## config.mk

```make
export PLATFORM = sky130hd
export DESIGN_NAME = burst_addr_seq
export DESIGN_NICKNAME = d
export VERILOG_FILES = /design/src/rtl/burst_seq_pkg.sv /design/src/rtl/burst_seq_ctrl.sv /design/src/rtl/burst_order_map.sv /design/src/rtl/burst_seq_dp.sv /design/src/rtl/burst_addr_seq.sv
export SDC_FILE = /design/constraint.sdc
export NUM_CORES = 1
export LEC_CHECK = 0
export BUFFER_PORTS_ARGS = -buffer_cell sky130_fd_sc_hd__buf_2
export CORE_AREA = 2 2 50 52
export DETAILED_ROUTE_END_ITERATION = 8
export DIE_AREA = 0 0 52 54
export PLACE_DENSITY = 0.79
export SLEW_MARGIN = 20
export SYNTH_ARGS = -nofsm -noshare
export SYNTH_HDL_FRONTEND = slang
export SYNTH_SLANG_ARGS = --single-unit
```

## constraint.sdc

```tcl
create_clock -name clk -period 1.1 [get_ports clk]
set_clock_uncertainty 0.2 [all_clocks]
set_input_delay 0.22 -clock clk [delete_from_list [all_inputs] [get_ports clk]]
set_output_delay 0.22 -clock clk [all_outputs]
set_load 0.05 [all_outputs]
```

## src/rtl/burst_seq_pkg.sv

```systemverilog
package burst_seq_pkg;
  // Width of the stepping part of the address: four beats per burst.
  localparam int BEAT_W = 2;

  // Strobes issued by the control decode to the datapath each cycle.
  typedef struct packed {
    logic load;     // capture a new base address and restart the beat index
    logic advance;  // step the beat index (never set together with load)
  } seqStrobes_t;
endpackage

```

## src/rtl/burst_seq_ctrl.sv

```systemverilog
module burst_seq_ctrl
  import burst_seq_pkg::*;
(
  input  logic        procLoadN,
  input  logic        cacheLoadN,
  input  logic        chipEnN,
  input  logic        advanceN,
  output seqStrobes_t strobes
);
  logic cacheLoad;
  logic procLoad;

  always_comb begin
    cacheLoad       = !cacheLoadN;
    // The processor strobe only counts while the chip is enabled.
    procLoad        = !procLoadN && !chipEnN;
    strobes.load    = cacheLoad || procLoad;
    // A load wins over an advance on the same edge.
    strobes.advance = !advanceN && !strobes.load;
  end
endmodule

```

## src/rtl/burst_order_map.sv

```systemverilog
module burst_order_map #(
  parameter int BEAT_W = 2
) (
  input  logic [BEAT_W-1:0] baseLow,
  input  logic [BEAT_W-1:0] beatIdx,
  input  logic              interleave,
  output logic [BEAT_W-1:0] beatAddr
);
  logic [BEAT_W-1:0] xorForm;
  logic [BEAT_W-1:0] sumForm;

  always_comb begin
    xorForm  = baseLow ^ beatIdx;
    // The sum truncates to BEAT_W bits, so the linear order wraps modulo 2**BEAT_W.
    sumForm  = baseLow + beatIdx;
    beatAddr = interleave ? xorForm : sumForm;
  end
endmodule

```

## src/rtl/burst_seq_dp.sv

```systemverilog
module burst_seq_dp
  import burst_seq_pkg::*;
#(
  parameter int ADDR_W = 18
) (
  input  logic              clk,
  input  logic              rst,
  input  seqStrobes_t       strobes,
  input  logic [ADDR_W-1:0] addrIn,
  input  logic              orderIl,
  output logic [ADDR_W-1:0] addrOut
);
  localparam int UPPER_W = ADDR_W - BEAT_W;

  logic [UPPER_W-1:0] upperQ;
  logic [BEAT_W-1:0]  baseLowQ;
  logic [BEAT_W-1:0]  beatIdxQ;
  logic               modeIlQ;
  logic [BEAT_W-1:0]  beatAddr;

  always_ff @(posedge clk) begin
    if (rst) begin
      upperQ   <= '0;
      baseLowQ <= '0;
      beatIdxQ <= '0;
      modeIlQ  <= 1'b0;
    end else if (strobes.load) begin
      upperQ   <= addrIn[ADDR_W-1:BEAT_W];
      baseLowQ <= addrIn[BEAT_W-1:0];
      beatIdxQ <= '0;
      modeIlQ  <= orderIl;
    end else if (strobes.advance) begin
      // The index wraps at BEAT_W bits, so the burst returns to its start.
      beatIdxQ <= beatIdxQ + 1'b1;
    end
  end

  burst_order_map #(.BEAT_W(BEAT_W)) i_map (
    .baseLow    (baseLowQ),
    .beatIdx    (beatIdxQ),
    .interleave (modeIlQ),
    .beatAddr   (beatAddr)
  );

  assign addrOut = {upperQ, beatAddr};


  upper_frozen_chk: assert property (@(posedge clk) disable iff (rst)
    !strobes.load |=> $stable(addrOut[ADDR_W-1:BEAT_W]));


  hold_when_idle_chk: assert property (@(posedge clk) disable iff (rst)
    (!strobes.load && !strobes.advance) |=> $stable(addrOut));


  load_takes_bus_chk: assert property (@(posedge clk) disable iff (rst)
    strobes.load |=> (addrOut == $past(addrIn)));


  linear_step_chk: assert property (@(posedge clk) disable iff (rst)
    (strobes.advance && !modeIlQ) |=>
      (addrOut[BEAT_W-1:0] == $past(addrOut[BEAT_W-1:0]) + 1'b1));
endmodule

```

## src/rtl/burst_addr_seq.sv

```systemverilog
module burst_addr_seq
  import burst_seq_pkg::*;
#(
  parameter int ADDR_W = 18
) (
  input  logic              clk,
  input  logic              rst,
  input  logic [ADDR_W-1:0] addrIn,
  input  logic              procLoadN,
  input  logic              cacheLoadN,
  input  logic              chipEnN,
  input  logic              advanceN,
  input  logic              orderIl,
  output logic [ADDR_W-1:0] addrOut
);
  seqStrobes_t strobes;

  burst_seq_ctrl i_ctrl (
    .procLoadN  (procLoadN),
    .cacheLoadN (cacheLoadN),
    .chipEnN    (chipEnN),
    .advanceN   (advanceN),
    .strobes    (strobes)
  );

  burst_seq_dp #(.ADDR_W(ADDR_W)) i_dp (
    .clk     (clk),
    .rst     (rst),
    .strobes (strobes),
    .addrIn  (addrIn),
    .orderIl (orderIl),
    .addrOut (addrOut)
  );
endmodule

```

# ---- After elaboration in Yosys (flattened, before gate mapping)
# Index checks and enable logic that the tools add are counted.
dict set report word_totals {
  reg_bits 21
  output_inout_bits 18
}
dict set report classes {
  n_addsub 2
  muxes 1
  n_bitwise 1
  n_reduce_logical 9
}
# op n
set op_table {}
lappend op_table {{1-bit zero test} 5}
lappend op_table {{2-bit by 1-bit adder with 2-bit output, second input constant} 1}
lappend op_table {{2-bit adder} 1}
lappend op_table {{1-bit logical AND} 2}
lappend op_table {{2-bit 2-to-1 mux} 1}
lappend op_table {{2-bit OR reduction} 1}
lappend op_table {{2-bit bitwise XOR} 1}
lappend op_table {{1-bit logical OR} 1}

# ---- Longest topological paths before layout
# Gate-level depths: netlist of run 1.
dict set report logic_depth {
  word_depth 5
  ltp_mapped 5
}

# ---- Hierarchy
# From an unflattened synthesis of run 1, not the netlist that was laid out.
dict set report hier_totals {
  cells_unflattened 75
  area_unflattened_um2 848.3
}
# module n_inst cells_per_inst area_per_inst_um2 seq_area_each_um2
set modules_own_cells {}
lappend modules_own_cells {burst_seq_dp 1 69 799.5 420.4}
lappend modules_own_cells {burst_order_map 1 4 36.3 0.0}
lappend modules_own_cells {burst_seq_ctrl 1 2 12.5 0.0}

# ---- Worst setup path before layout of run 1
# OpenSTA, ideal clock, no wires.
dict set report synth_path {
  path_kind {register to output}
  startpoint {register i_dp.beatIdxQ[0]}
  endpoint {output addrOut[1]}
  t_arrival_ns 1.424
  t_required_ns 0.680
  path_slack_ns -0.744
  path_stages_with_launch 4
  cell_sequence {dfxtp_1 > ha_1 > nor2b_1 > xnor2_1}
}
dict set report synth_via {
  elab_chain_len 2
}
# element line
set synth_rtl {}
lappend synth_rtl {{from (decl)} burst_seq_dp.sv:17} ;# logic [BEAT_W-1:0] beatIdxQ;
lappend synth_rtl {{from (signal assigned)} burst_seq_dp.sv:34} ;# beatIdxQ <= beatIdxQ + 1'b1;
lappend synth_rtl {{2-bit adder} burst_order_map.sv:15} ;# sumForm = baseLow + beatIdx;
lappend synth_rtl {{2-bit 2-to-1 mux} burst_order_map.sv:16} ;# beatAddr = interleave ? xorForm : sumForm;
lappend synth_rtl {{to (decl)} burst_addr_seq.sv:14} ;# output logic [ADDR_W-1:0] addrOut
# Every way passes these cells.

# ---- Worst setup path in the final report of run 1
dict set report layout_path {
  startpoint {register i_dp.baseLowQ[0]}
  endpoint {output addrOut[1]}
}
dict set report layout_via {
  elab_chain_len 2
}
# element line
set layout_rtl {}
lappend layout_rtl {{from (decl)} burst_seq_dp.sv:16} ;# logic [BEAT_W-1:0] baseLowQ;
lappend layout_rtl {{from (signal assigned)} burst_seq_dp.sv:29} ;# baseLowQ <= addrIn[BEAT_W-1:0];
lappend layout_rtl {{2-bit adder} burst_order_map.sv:15}
lappend layout_rtl {{2-bit 2-to-1 mux} burst_order_map.sv:16}
# Every way passes these cells.

==> results of run 1 <==
synth_stat cells (2+ instances only):
| cell type | count |
|---|---|
| sky130_fd_sc_hd__nand2_1 | 36 |
| sky130_fd_sc_hd__dfxtp_1 | 21 |
| sky130_fd_sc_hd__a21oi_2 | 10 |
| sky130_fd_sc_hd__a21oi_1 | 9 |
| sky130_fd_sc_hd__nor2b_1 | 3 |
| sky130_fd_sc_hd__xnor2_1 | 3 |
| sky130_fd_sc_hd__clkbuf_1 | 2 |
| sky130_fd_sc_hd__nand2_2 | 2 |
power by group through the flow:
stage,combinational [W],sequential (W),clock [W]
final,0.000618,0.000856,0.000376
after CTS,0.000579,0.000852,0.000394
after global routing,0.000654,0.000862,0.000421
after global placement,0.000404,0.000849,0
after floorplan,0.000167,0.000978,0
after detailed placement,0.000411,0.000852,0
routing by layer:
layer	wire (um)	up-vias
met1	1020	445
met3	171	0
li1	-	479
met5	0	-
met4	0	0
met2	1400	38
sequential cells by signal, summed over array words and instances, names as in the netlist:
name / count
i_dp.baseLowQ: 2
i_dp.beatIdxQ: 2
i_dp.modeIlQ: 1
i_dp.upperQ: 16
critical path: stages (launching register included):
cell and delay, ps:
sky130_fd_sc_hd__dfxtp_2 370, sky130_fd_sc_hd__ha_4 130, sky130_fd_sc_hd__nor2b_4 180, sky130_fd_sc_hd__xnor2_4 120, sky130_fd_sc_hd__buf_6 170
path summary, 6_finish.rpt:
path,slack (ps),startpoint,endpoint
max,-600,i_dp.baseLowQ[0]$_SDFFE_PP0P_,addrOut[1]
min,40,advanceN,i_dp.beatIdxQ[0]$_SDFFE_PP0P_
max reg2reg,-260,i_dp.beatIdxQ[0]$_SDFFE_PP0P_,i_dp.beatIdxQ[1]$_SDFFE_PP0P_
min reg2reg,290,i_dp.upperQ[12]$_SDFFE_PP0P_,i_dp.upperQ[12]$_SDFFE_PP0P_
what timing repair did:
action,in CTS,in global routing
pin swaps,2,1
setup endpoints to repair,20,20
endpoints found under the hold margin,21,2
hold buffers,20,1
gates resized for setup,63,8
buffers inserted,10,6
through the flow:
step	cell area (sq um)	utilization	setup WS [ps]	setup TNS, ps
6_report	1730	0.747	-604	-3580
3_5_place_dp	1170	0.503	-378	-1550
5_1_grt	1730	0.747	-657	-4340
4_1_cts	1660	0.714	-612	-3490
3_3_place_gp	1170	0.503	-370	-1200
2_1_floorplan	890	-	-270	-419
cell families (layout without fill, tap and decap cells):
kind of cell	count (synthesis)	in the layout	share of synthesized area
AO/OA/AOI/OAI	21	21	0.178
adder cells (fa/ha/maj)	1	1	0.0149
AND/OR/NAND/NOR	43	43	0.212
buffers and inverters	6	91	0.0613
flip-flops	21	21	0.502
XOR/XNOR	3	3	0.0314
area by class of cell:
type,instances,area (sq um),share of cell area
timing repair buffer,87,791,0.456
sequential,21,443,0.256
multi-input combinational,68,435,0.251
tap,30,37.5,0.0217
clock buffer,4,26.3,0.0152
placed cells by master (no fill, tap or decap), types with 2 or more instances in the layout:
cell	n
sky130_fd_sc_hd__buf_6	2
sky130_fd_sc_hd__xnor2_1	2
sky130_fd_sc_hd__buf_8	17
sky130_fd_sc_hd__dlygate4sd3_1	20
sky130_fd_sc_hd__a21oi_2	10
sky130_fd_sc_hd__buf_2	24
sky130_fd_sc_hd__dfxtp_1	3
sky130_fd_sc_hd__dfxtp_2	18
sky130_fd_sc_hd__a21oi_1	9
sky130_fd_sc_hd__nand2_1	29
sky130_fd_sc_hd__clkbuf_4	3
sky130_fd_sc_hd__nand2_2	9
sky130_fd_sc_hd__nor2b_4	2
sky130_fd_sc_hd__buf_4	23
==> insert_results.sql, run 1 <==
INSERT INTO impl_metrics (metric_group, metric, value, unit) VALUES
('outcome', 'run_status', 'complete, but fails checks', ''),
('outcome', 'violations_in_the_final_reports', 'setup timing', ''),
('pwr', 'post-layout-total-power', '0.00185', 'W'),
('drt', 'drt_wl_total', '2590', 'um'),
('clocking', 'worst_skew_late_latency', '300', 'ps'),
('critical_path', 'worst_reg2reg_path_length_in_cells', '6', ''),
('pwr', 'power_density_over_the_cells', '1070', 'nW/um^2'),
('floorplanning', 'die_w', '52', 'um'),
('critical_path', 'path_max_fanout', '2', ''),
('drt', 'route.vias.total', '962', ''),
('yosys', 'syn_avg_cell_area', '8.81', 'sq um'),
('floorplanning', 'design.die.area', '2810', 'sq um'),
('sta', 'finalSetupViolCount', '20', ''),
('placement', 'dp_cells', '170', ''),
('floorplanning', 'start_util', '0.361', ''),
('critical_path', 'worst_path_arrival', '1280', 'ps'),
('clocking', 'cts_tree', 'built', ''),
('yosys', 'synthesis.nets', '121', ''),
('yosys', 'syn_inst', '95', ''),
('drt', 'dr_drc_count', '0', ''),
('layout', 'count_of_inserted_antenna_diode_cells', '0', ''),
('sta', 'maxSlewHeadroom', '0.888', ''),
('yosys', 'netlist.top_cell.by_area', 'sky130_fd_sc_hd__dfxtp_1', ''),
('pwr', 'power.static_leakage', '0.770', 'nW'),
('pwr', 'share_clk_of_total_power', '0.203', ''),
('hold_path', 'min_path_cells', '3', ''),
('global_route', 'grt.met3_usage', '0.0389', ''),
('global_route', 'grt.overflow.total', '0', ''),
('yosys', 'synth_flop_cell', 'sky130_fd_sc_hd__dfxtp_1', ''),
('global_route', 'groute.usage.overall', '0.202', ''),
('yosys', 'synthTopCellsByArea', 'sky130_fd_sc_hd__dfxtp_1, sky130_fd_sc_hd__nand2_1, sky130_fd_sc_hd__a21oi_2, sky130_fd_sc_hd__a21oi_1, sky130_fd_sc_hd__xnor2_1', ''),
('critical_path', 'cp-end-kind', 'primary output', ''),
('pwr', 'p_int', '0.00127', 'W'),
('global_route', 'grt_busiest_layer', 'met2', ''),
('yosys', 'synth.yosys.warnings', '0', ''),
('sta', 'final_min_period_over_clock_period', '1.55', ''),
('drt', 'drt-wirelength-per-cell', '12.3', 'um'),
('yosys', 'summed_instance_area_of_the_synthesized_netlist', '837', 'sq um'),
('sta', 'worst_slack', '-604', 'ps'),
('pwr', 'max-vdd-ir-drop', '897', 'uV'),
('critical_path', 'crit_type', 'reg -> out', ''),
('clocking', 'cts_num_sinks', '21', ''),
('placement', 'post-dp-hpwl', '1380', 'um'),
('layout', 'stdcell_count', '210', ''),
('layout', 'fill_cells', '161', ''),
('global_route', 'wire_length_of_the_first_global_routing_pass', '4130', 'um'),
('clocking', 'clk_root_buffer_cell', 'sky130_fd_sc_hd__clkbuf_4', ''),
('sta', 'finalWorstPathRequiredPeriod', '1700', 'ps'),
('global_route', 'gr_met1_demand_resource', '0.210', ''),
('yosys', 'synth_edf_count', '0', ''),
('hold_path', 'min-delay-path-class', 'in -> reg', ''),
('yosys', 'synth-seq-cells', '21', ''),
('layout', 'synthToLayoutAreaGrowth', '107', '%'),
('drt', 'detail-route-antenna-nets', '0', ''),
('pwr', 'netSwitchingFraction', '0.316', ''),
('global_route', 'globalRouteMet2Util', '0.397', ''),
('placement', 'final_gp_congestion', '0.645', ''),
('yosys', 'synthArstFlopShare', '0', ''),
('layout', 'final_net_count', '207', ''),
('job', 'max-cap-violations', '0', ''),
('global_route', 'grt_max_degree', '20', ''),
('floorplanning', 'pin_count', '43', ''),
('floorplanning', 'floorplan.core_area', '2320', 'sq um'),
('clocking', 'cts_inserted_buffers', '3', ''),
('critical_path', 'critPathRequiredTime', '680', 'ps'),
('yosys', 'synth-seq-area-share', '0.502', ''),
('drt', 'drt-initial-drc-count', '8', ''),
('critical_path', 'start_kind', 'flop', ''),
('pwr', 'power.switching', '0.000584', 'W'),
('clocking', 'clock_tree.htree_level_count', '1', ''),
('pwr', 'power.share.sequential', '0.463', '');
Power figures use the tool's default switching activity.
==> run 2, diff against run 1 <==
--- a/config.mk
+++ b/config.mk
@@ -6,10 +6,11 @@
 export NUM_CORES = 1
 export LEC_CHECK = 0
 export BUFFER_PORTS_ARGS = -buffer_cell sky130_fd_sc_hd__buf_2
-export CORE_AREA = 2 2 50 52
+export CORE_AREA = 2 2 49 51
+export CTS_BUF_LIST = sky130_fd_sc_hd__clkbuf_8
 export DETAILED_ROUTE_END_ITERATION = 8
-export DIE_AREA = 0 0 52 54
-export PLACE_DENSITY = 0.79
+export DIE_AREA = 0 0 51 53
+export PLACE_DENSITY = 0.82
 export SLEW_MARGIN = 20
 export SYNTH_ARGS = -nofsm -noshare
 export SYNTH_HDL_FRONTEND = slang
==> insert_results.sql, run 2 (synthesized netlist as in run 1, its figures left out) <==
INSERT INTO impl_metrics (metric_group, metric, value, unit) VALUES
('critical_path', 'timing.critical_path.cells', 'ha_4 -> nor2b_4 -> xnor2_4 -> buf_6', ''),
('sta', 'worst_pin_slew', '202', 'ps'),
('sta', 'final_min_period_over_clock_period', '1.49', ''),
('pwr', 'p_int', '0.00134', 'W'),
('pwr', 'power.switching', '0.000594', 'W'),
('floorplanning', 'floorplan.core_area', '2150', 'sq um'),
('clocking', 'clk_root_buffer_cell', 'sky130_fd_sc_hd__clkbuf_8', ''),
('sta', 'maxSlewHeadroom', '0.864', ''),
('pwr', 'max-vdd-ir-drop', '1330', 'uV'),
('pwr', 'power.share.sequential', '0.442', ''),
('pwr', 'power_density_over_the_cells', '1200', 'nW/um^2'),
('critical_path', 'critical-path-slowest-cell', 'sky130_fd_sc_hd__dfxtp_2', ''),
('sta', 'finalSetupViolCount', '19', ''),
('clocking', 'worst_skew_late_latency', '260', 'ps'),
('critical_path', 'cp_top_family', 'flip-flops', ''),
('global_route', 'grt.overflow.total', '0', ''),
('layout', 'largestRegisters', 'i_dp.upperQ x16, i_dp.baseLowQ x2, i_dp.beatIdxQ x2', ''),
('drt', 'detail-route-antenna-nets', '0', ''),
('global_route', 'number_of_antenna_violations_at_the_first_check_in_global_routing', '0', ''),
('layout', 'commonest_cells_after_routing_fill_and_taps_aside', 'sky130_fd_sc_hd__nand2_1, sky130_fd_sc_hd__buf_2, sky130_fd_sc_hd__buf_4', ''),
('floorplanning', 'chipHeight', '53', 'um'),
('job', 'max-cap-violations', '0', ''),
('drt', 'route.vias.total', '888', ''),
('global_route', 'wire_length_of_the_first_global_routing_pass', '3840', 'um'),
('drt', 'drt-initial-drc-count', '20', ''),
('critical_path', 'cp-end-kind', 'primary output', ''),
('floorplanning', 'design.die.area', '2700', 'sq um'),
('pwr', 'power.static_leakage', '0.717', 'nW'),
('layout', 'synthToLayoutAreaGrowth', '92.2', '%'),
('floorplanning', 'die_w', '51', 'um'),
('sta', 'hold_ws', '-3.61', 'ps'),
('placement', 'io_buffer_count', '42', ''),
('drt', 'viasPerCell', '4.60', ''),
('clocking', 'cts_inserted_buffers', '3', ''),
('global_route', 'grt_pass1_vias', '865', ''),
('placement', 'placement.setup.worst_slack', '-404', 'ps'),
('layout', 'multiInputGateArea', '433', 'sq um'),
('placement', 'final_gp_congestion', '0.644', ''),
('sta', 'max_freq', '0.609', 'GHz'),
('layout', 'largest_register_ffs', '16', ''),
('hold_path', 'min-delay-path-class', 'in -> reg', ''),
('sta', 'max_slew_violation_total_from_the_final_report', '0', ''),
('pwr', 'netSwitchingFraction', '0.307', ''),
('drt', 'drt-wirelength-per-cell', '13.8', 'um'),
('pwr', 'share_comb_of_total_power', '0.303', ''),
('layout', 'register_name_with_the_most_flops', 'i_dp.upperQ', ''),
('layout', 'count_of_inserted_antenna_diode_cells', '0', ''),
('critical_path', 'critPathRequiredTime', '680', 'ps'),
('pwr', 'share_clk_of_total_power', '0.255', ''),
('floorplanning', 'start_util', '0.390', ''),
('layout', 'final_core_util', '0.749', ''),
('critical_path', 'crit_type', 'reg -> out', ''),
('layout', 'sequential_cell_area', '443', 'sq um'),
('floorplanning', 'placement_rows', '17', ''),
('layout', 'stdcell_area', '1610', 'sq um'),
('placement', 'post-dp-hpwl', '1580', 'um'),
('clocking', 'cts_num_sinks', '21', ''),
('drt', 'first_pass_detailed_route_iteration_total', '4', ''),
('global_route', 'groute.usage.overall', '0.202', ''),
('sta', 'timing.final.hold_violations', '1', ''),
('sta', 'rsz0062_at_grt', 'true', ''),
('clocking', 'clockBufferDepth', '2', ''),
('layout', 'layout_commonest_cell', 'sky130_fd_sc_hd__nand2_1', ''),
('sta', 'finalSetupTns', '-2100', 'ps'),
('clocking', 'cts_tree', 'built', ''),
('layout', 'post_route_cells_drive_above_1_share', '0.667', ''),
('placement', 'place_area', '1180', 'sq um'),
('floorplanning', 'pin_count', '43', ''),
('global_route', 'grt_max_degree', '20', ''),
('clocking', 'clock_tree.htree_level_count', '1', ''),
('critical_path', 'path_max_fanout', '2', ''),
('outcome', 'violations_in_the_final_reports', 'hold timing, setup timing', ''),
('critical_path', 'worst_stage_delay_on_the_critical_path', '350', 'ps'),
('drt', 'dr_drc_count', '0', ''),
('clocking', 'clk_pin_slew_worst_paths', '70', 'ps'),
('sta', 'worst_slack', '-542', 'ps'),
('sta', 'finalWorstPathRequiredPeriod', '1640', 'ps'),
('outcome', 'run_status', 'complete, but fails checks', ''),
('layout', 'fill_cells', '142', ''),
('critical_path', 'start_kind', 'flop', ''),
('critical_path', 'worstPathBufferInverterCount', '1', ''),
('drt', 'drt_wl_total', '2670', 'um'),
('critical_path', 'worst_path_arrival', '1220', 'ps'),
('layout', 'final_net_count', '192', '');
## run 2: cell count changes in the layout (fill, tap and decap cells not counted), sizes merged
cell and change:
dlygate4sd3 -12, clkbuf -1, buf -3, inv +1
## run 2: power by group through the flow
stage / clock network (W) / logic, W / registers, W
finish: 0.000494 / 0.000586 / 0.000856
global route: 0.000532 / 0.000615 / 0.000858
CTS: 0.000489 / 0.000550 / 0.000852
detailed placement: 0 / 0.000420 / 0.000852
global placement: 0 / 0.000410 / 0.000848
floorplan: 0 / 0.000167 / 0.000978
## run 2: worst register-to-register path: stages, from the launching register on
cell                      delay, ps
sky130_fd_sc_hd__dfxtp_2        350
sky130_fd_sc_hd__buf_4          120
sky130_fd_sc_hd__nor2b_4        140
sky130_fd_sc_hd__xnor2_1        120
sky130_fd_sc_hd__nor3_1          60
## run 2: worst paths after layout
check                                 from                       endpoint  slack (ps)  depth (start not counted)
max          i_dp.beatIdxQ[0]$_SDFFE_PP0P_                     addrOut[1]        -540                          4
max reg2reg  i_dp.beatIdxQ[0]$_SDFFE_PP0P_  i_dp.beatIdxQ[1]$_SDFFE_PP0P_           0                          4
min reg2reg    i_dp.upperQ[8]$_SDFFE_PP0P_    i_dp.upperQ[8]$_SDFFE_PP0P_         260                          2
min                             addrIn[12]   i_dp.upperQ[10]$_SDFFE_PP0P_          -4                          3
## run 2: metrics by stage
stage / hold WS [ps] / power, W / cells
2_1_floorplan: 91.0 / 0.00115 / 95
3_3_place_gp: 232 / 0.00126 / 168
3_5_place_dp: 237 / 0.00127 / 168
4_1_cts: 0.0695 / 0.00189 / 187
5_1_grt: 11.6 / 0.00201 / 193
6_report: -3.61 / 0.00194 / 193
## run 2: final cells by class
class                   count  share of cell area
clock buffers               3              0.0257
clock inverters             1             0.00233
multi-input cells          68               0.269
flip-flops and latches     21               0.275
well taps                  28              0.0218
repair buffers             72               0.406
## run 2: layer usage
metal  part of all wire  track usage  vias up
li1                   -            -      445
met1               0.39        0.207      410
met2               0.55        0.385       28
met3              0.039       0.0480        5
met4              0.019       0.0946        0
met5                  0            0        -
## run 2: repair_timing
| item | 4_1_cts | 5_1_grt |
|---|---|---|
| buffers inserted | 9 | 4 |
| resized for setup | 64 | 5 |
| pin swaps | 3 | 3 |
| setup endpoints to repair | 19 | 21 |
| hold buffers | 6 | 2 |
| endpoints found under the hold margin | 6 | 2 |
==> run 3, diff against run 2 <==
--- a/config.mk
+++ b/config.mk
@@ -6,11 +6,12 @@
 export NUM_CORES = 1
 export LEC_CHECK = 0
 export BUFFER_PORTS_ARGS = -buffer_cell sky130_fd_sc_hd__buf_2
-export CORE_AREA = 2 2 49 51
+export CORE_AREA = 2 2 45 47
 export CTS_BUF_LIST = sky130_fd_sc_hd__clkbuf_8
 export DETAILED_ROUTE_END_ITERATION = 8
-export DIE_AREA = 0 0 51 53
-export PLACE_DENSITY = 0.82
+export DIE_AREA = 0 0 47 49
+export PLACE_DENSITY = 0.9
+export RECOVER_POWER = 25
 export SLEW_MARGIN = 20
 export SYNTH_ARGS = -nofsm -noshare
 export SYNTH_HDL_FRONTEND = slang
==> constraint.sdc (replaced) <==
create_clock -name clk -period 1.9 [get_ports clk]
set_clock_uncertainty 0.2 [all_clocks]
set_input_delay 0.38 -clock clk [delete_from_list [all_inputs] [get_ports clk]]
set_output_delay 0.38 -clock clk [all_outputs]
set_load 0.05 [all_outputs]
==> insert_results.sql, run 3 (synthesized netlist as in run 1, its figures left out) <==
INSERT INTO impl_metrics (metric_group, metric, value, unit) VALUES
('outcome', 'run_status', 'complete, no violations', ''),
('layout', 'fill_cells', '182', ''),
('drt', 'route.vias.total', '741', ''),
('placement', 'io_buffer_count', '42', ''),
('pwr', 'max-vdd-ir-drop', '596', 'uV'),
('global_route', 'groute.usage.overall', '0.171', ''),
('critical_path', 'crit_type', 'reg -> out', ''),
('sta', 'worst_pin_slew', '890', 'ps'),
('layout', 'count_of_inserted_antenna_diode_cells', '0', ''),
('drt', 'drt-wirelength-per-cell', '10.5', 'um'),
('layout', 'largest_register_ffs', '16', ''),
('critical_path', 'worst_reg2reg_path_length_in_cells', '3', ''),
('critical_path', 'cp-end-kind', 'primary output', ''),
('floorplanning', 'design.die.area', '2300', 'sq um'),
('clocking', 'worst_skew_late_latency', '260', 'ps'),
('drt', 'drt-initial-drc-count', '8', ''),
('layout', 'stdcell_count', '163', ''),
('drt', 'detail-route-antenna-nets', '0', ''),
('placement', 'post-dp-hpwl', '1170', 'um'),
('floorplanning', 'chipHeight', '49', 'um'),
('clocking', 'clock_tree.htree_level_count', '1', ''),
('placement', 'placement.setup.worst_slack', '221', 'ps'),
('sta', 'finalSetupViolCount', '0', ''),
('drt', 'drt_wl_total', '1700', 'um'),
('drt', 'first_pass_detailed_route_iteration_total', '4', ''),
('sta', 'rsz0062_at_grt', 'false', ''),
('layout', 'synthToLayoutAreaGrowth', '29.9', '%'),
('floorplanning', 'pin_count', '43', ''),
('sta', 'finalSetupTns', '0', 'ps'),
('clocking', 'cts_num_sinks', '21', ''),
('sta', 'maxSlewHeadroom', '0.407', ''),
('sta', 'max_freq', '0.545', 'GHz'),
('pwr', 'power.static_leakage', '0.514', 'nW'),
('floorplanning', 'placement_rows', '16', ''),
('global_route', 'grt_pass1_vias', '716', ''),
('sta', 'timing.final.hold_violations', '0', ''),
('pwr', 'power_density_over_the_cells', '895', 'nW/um^2'),
('critical_path', 'critPathRequiredTime', '1320', 'ps'),
('layout', 'final_net_count', '163', ''),
('global_route', 'grt.overflow.total', '0', ''),
('pwr', 'post-layout-total-power', '0.000973', 'W'),
('clocking', 'clockBufferDepth', '2', ''),
('hold_path', 'min-delay-path-class', 'in -> reg', ''),
('drt', 'viasPerCell', '4.55', ''),
('placement', 'dp_cells', '159', ''),
('global_route', 'wire_length_of_the_first_global_routing_pass', '2930', 'um'),
('sta', 'worst_slack', '64.9', 'ps'),
('clocking', 'clk_pin_slew_worst_paths', '70', 'ps'),
('critical_path', 'path_max_fanout', '3', ''),
('job', 'max-cap-violations', '0', ''),
('sta', 'finalWorstPathRequiredPeriod', '1840', 'ps'),
('hold_path', 'min_path_cells', '3', ''),
('layout', 'largestRegisters', 'i_dp.upperQ x16, i_dp.baseLowQ x2, i_dp.beatIdxQ x2', ''),
('clocking', 'cts_tree', 'built', ''),
('placement', 'final_gp_congestion', '0.684', ''),
('sta', 'max_slew_violation_total_from_the_final_report', '0', ''),
('sta', 'final_min_period_over_clock_period', '0.966', ''),
('clocking', 'clk_root_buffer_cell', 'sky130_fd_sc_hd__clkbuf_8', ''),
('layout', 'final_core_util', '0.590', ''),
('critical_path', 'start_kind', 'flop', ''),
('layout', 'register_name_with_the_most_flops', 'i_dp.upperQ', ''),
('global_route', 'grt_max_degree', '22', ''),
('clocking', 'cts_inserted_buffers', '3', ''),
('critical_path', 'worst_path_arrival', '1260', 'ps'),
('layout', 'layout_commonest_cell', 'sky130_fd_sc_hd__buf_2', ''),
('floorplanning', 'floorplan.core_area', '1840', 'sq um'),
('floorplanning', 'die_w', '47', 'um'),
('drt', 'dr_drc_count', '0', ''),
('global_route', 'number_of_antenna_violations_at_the_first_check_in_global_routing', '0', ''),
('floorplanning', 'start_util', '0.454', ''),
('layout', 'post_route_cells_drive_above_1_share', '0.426', ''),
('layout', 'commonest_cells_after_routing_fill_and_taps_aside', 'sky130_fd_sc_hd__buf_2, sky130_fd_sc_hd__nand2_1, sky130_fd_sc_hd__dfxtp_1', '');
==> run 3: cell types whose count changed in the layout (fill, tap and decap cells not counted), sizes merged <==
cell,before,now
buf,64,42
clkbuf,3,4
dlygate4sd3,8,0
==> run 3: routing by layer <==
metal	track usage	wire length, um	share of wire	up-vias
met4	0.0694	23	0.013	0
met5	0	0	0	-
met2	0.279	789	0.46	32
met3	0.0370	113	0.066	2
met1	0.211	778	0.46	320
li1	-	-	-	387
==> run 3: worst paths after layout <==
kind                                 start                       endpoint  slack [ps]
max          i_dp.beatIdxQ[0]$_SDFFE_PP0P_                     addrOut[1]          60
min                              addrIn[9]    i_dp.upperQ[7]$_SDFFE_PP0P_         160
max reg2reg  i_dp.beatIdxQ[0]$_SDFFE_PP0P_  i_dp.beatIdxQ[1]$_SDFFE_PP0P_         780
min reg2reg   i_dp.upperQ[10]$_SDFFE_PP0P_   i_dp.upperQ[10]$_SDFFE_PP0P_         250
==> run 3: layout make-up <==
type | instances | area [sq um] | area share
repair buffers | 43 | 220 | 0.203
well taps | 27 | 33.8 | 0.0311
multi-input cells | 68 | 368 | 0.338
clock inverters | 1 | 3.75 | 0.00345
flip-flops and latches | 21 | 420 | 0.387
clock buffers | 3 | 41.3 | 0.0380
==> run 3: worst max-delay path, stage by stage (launching register included) <==
cell	delay (ps)
sky130_fd_sc_hd__dfxtp_1	330
sky130_fd_sc_hd__ha_1	200
sky130_fd_sc_hd__nor2b_2	160
sky130_fd_sc_hd__xnor2_2	130
sky130_fd_sc_hd__buf_6	170
==> run 3: power by group <==
part	switching (W)	internal, W
logic	0.000150	0.0000617
clock network	0.000138	0.000144
registers	0.0000129	0.000466
==> run 3: metrics by stage <==
stage,hold WS [ps],instance area [sq um]
final,158,1090
after global routing,162,1090
after CTS,153,1090
after detailed placement,240,1040
after global placement,236,1040
after floorplan,236,845
==> run 3: what timing repair did <==
action                     CTS  global route
pin swaps                    0             0
hold buffers                 0             0
setup buffers                0             0
gates resized for setup      2             1
setup endpoints to repair    1             1
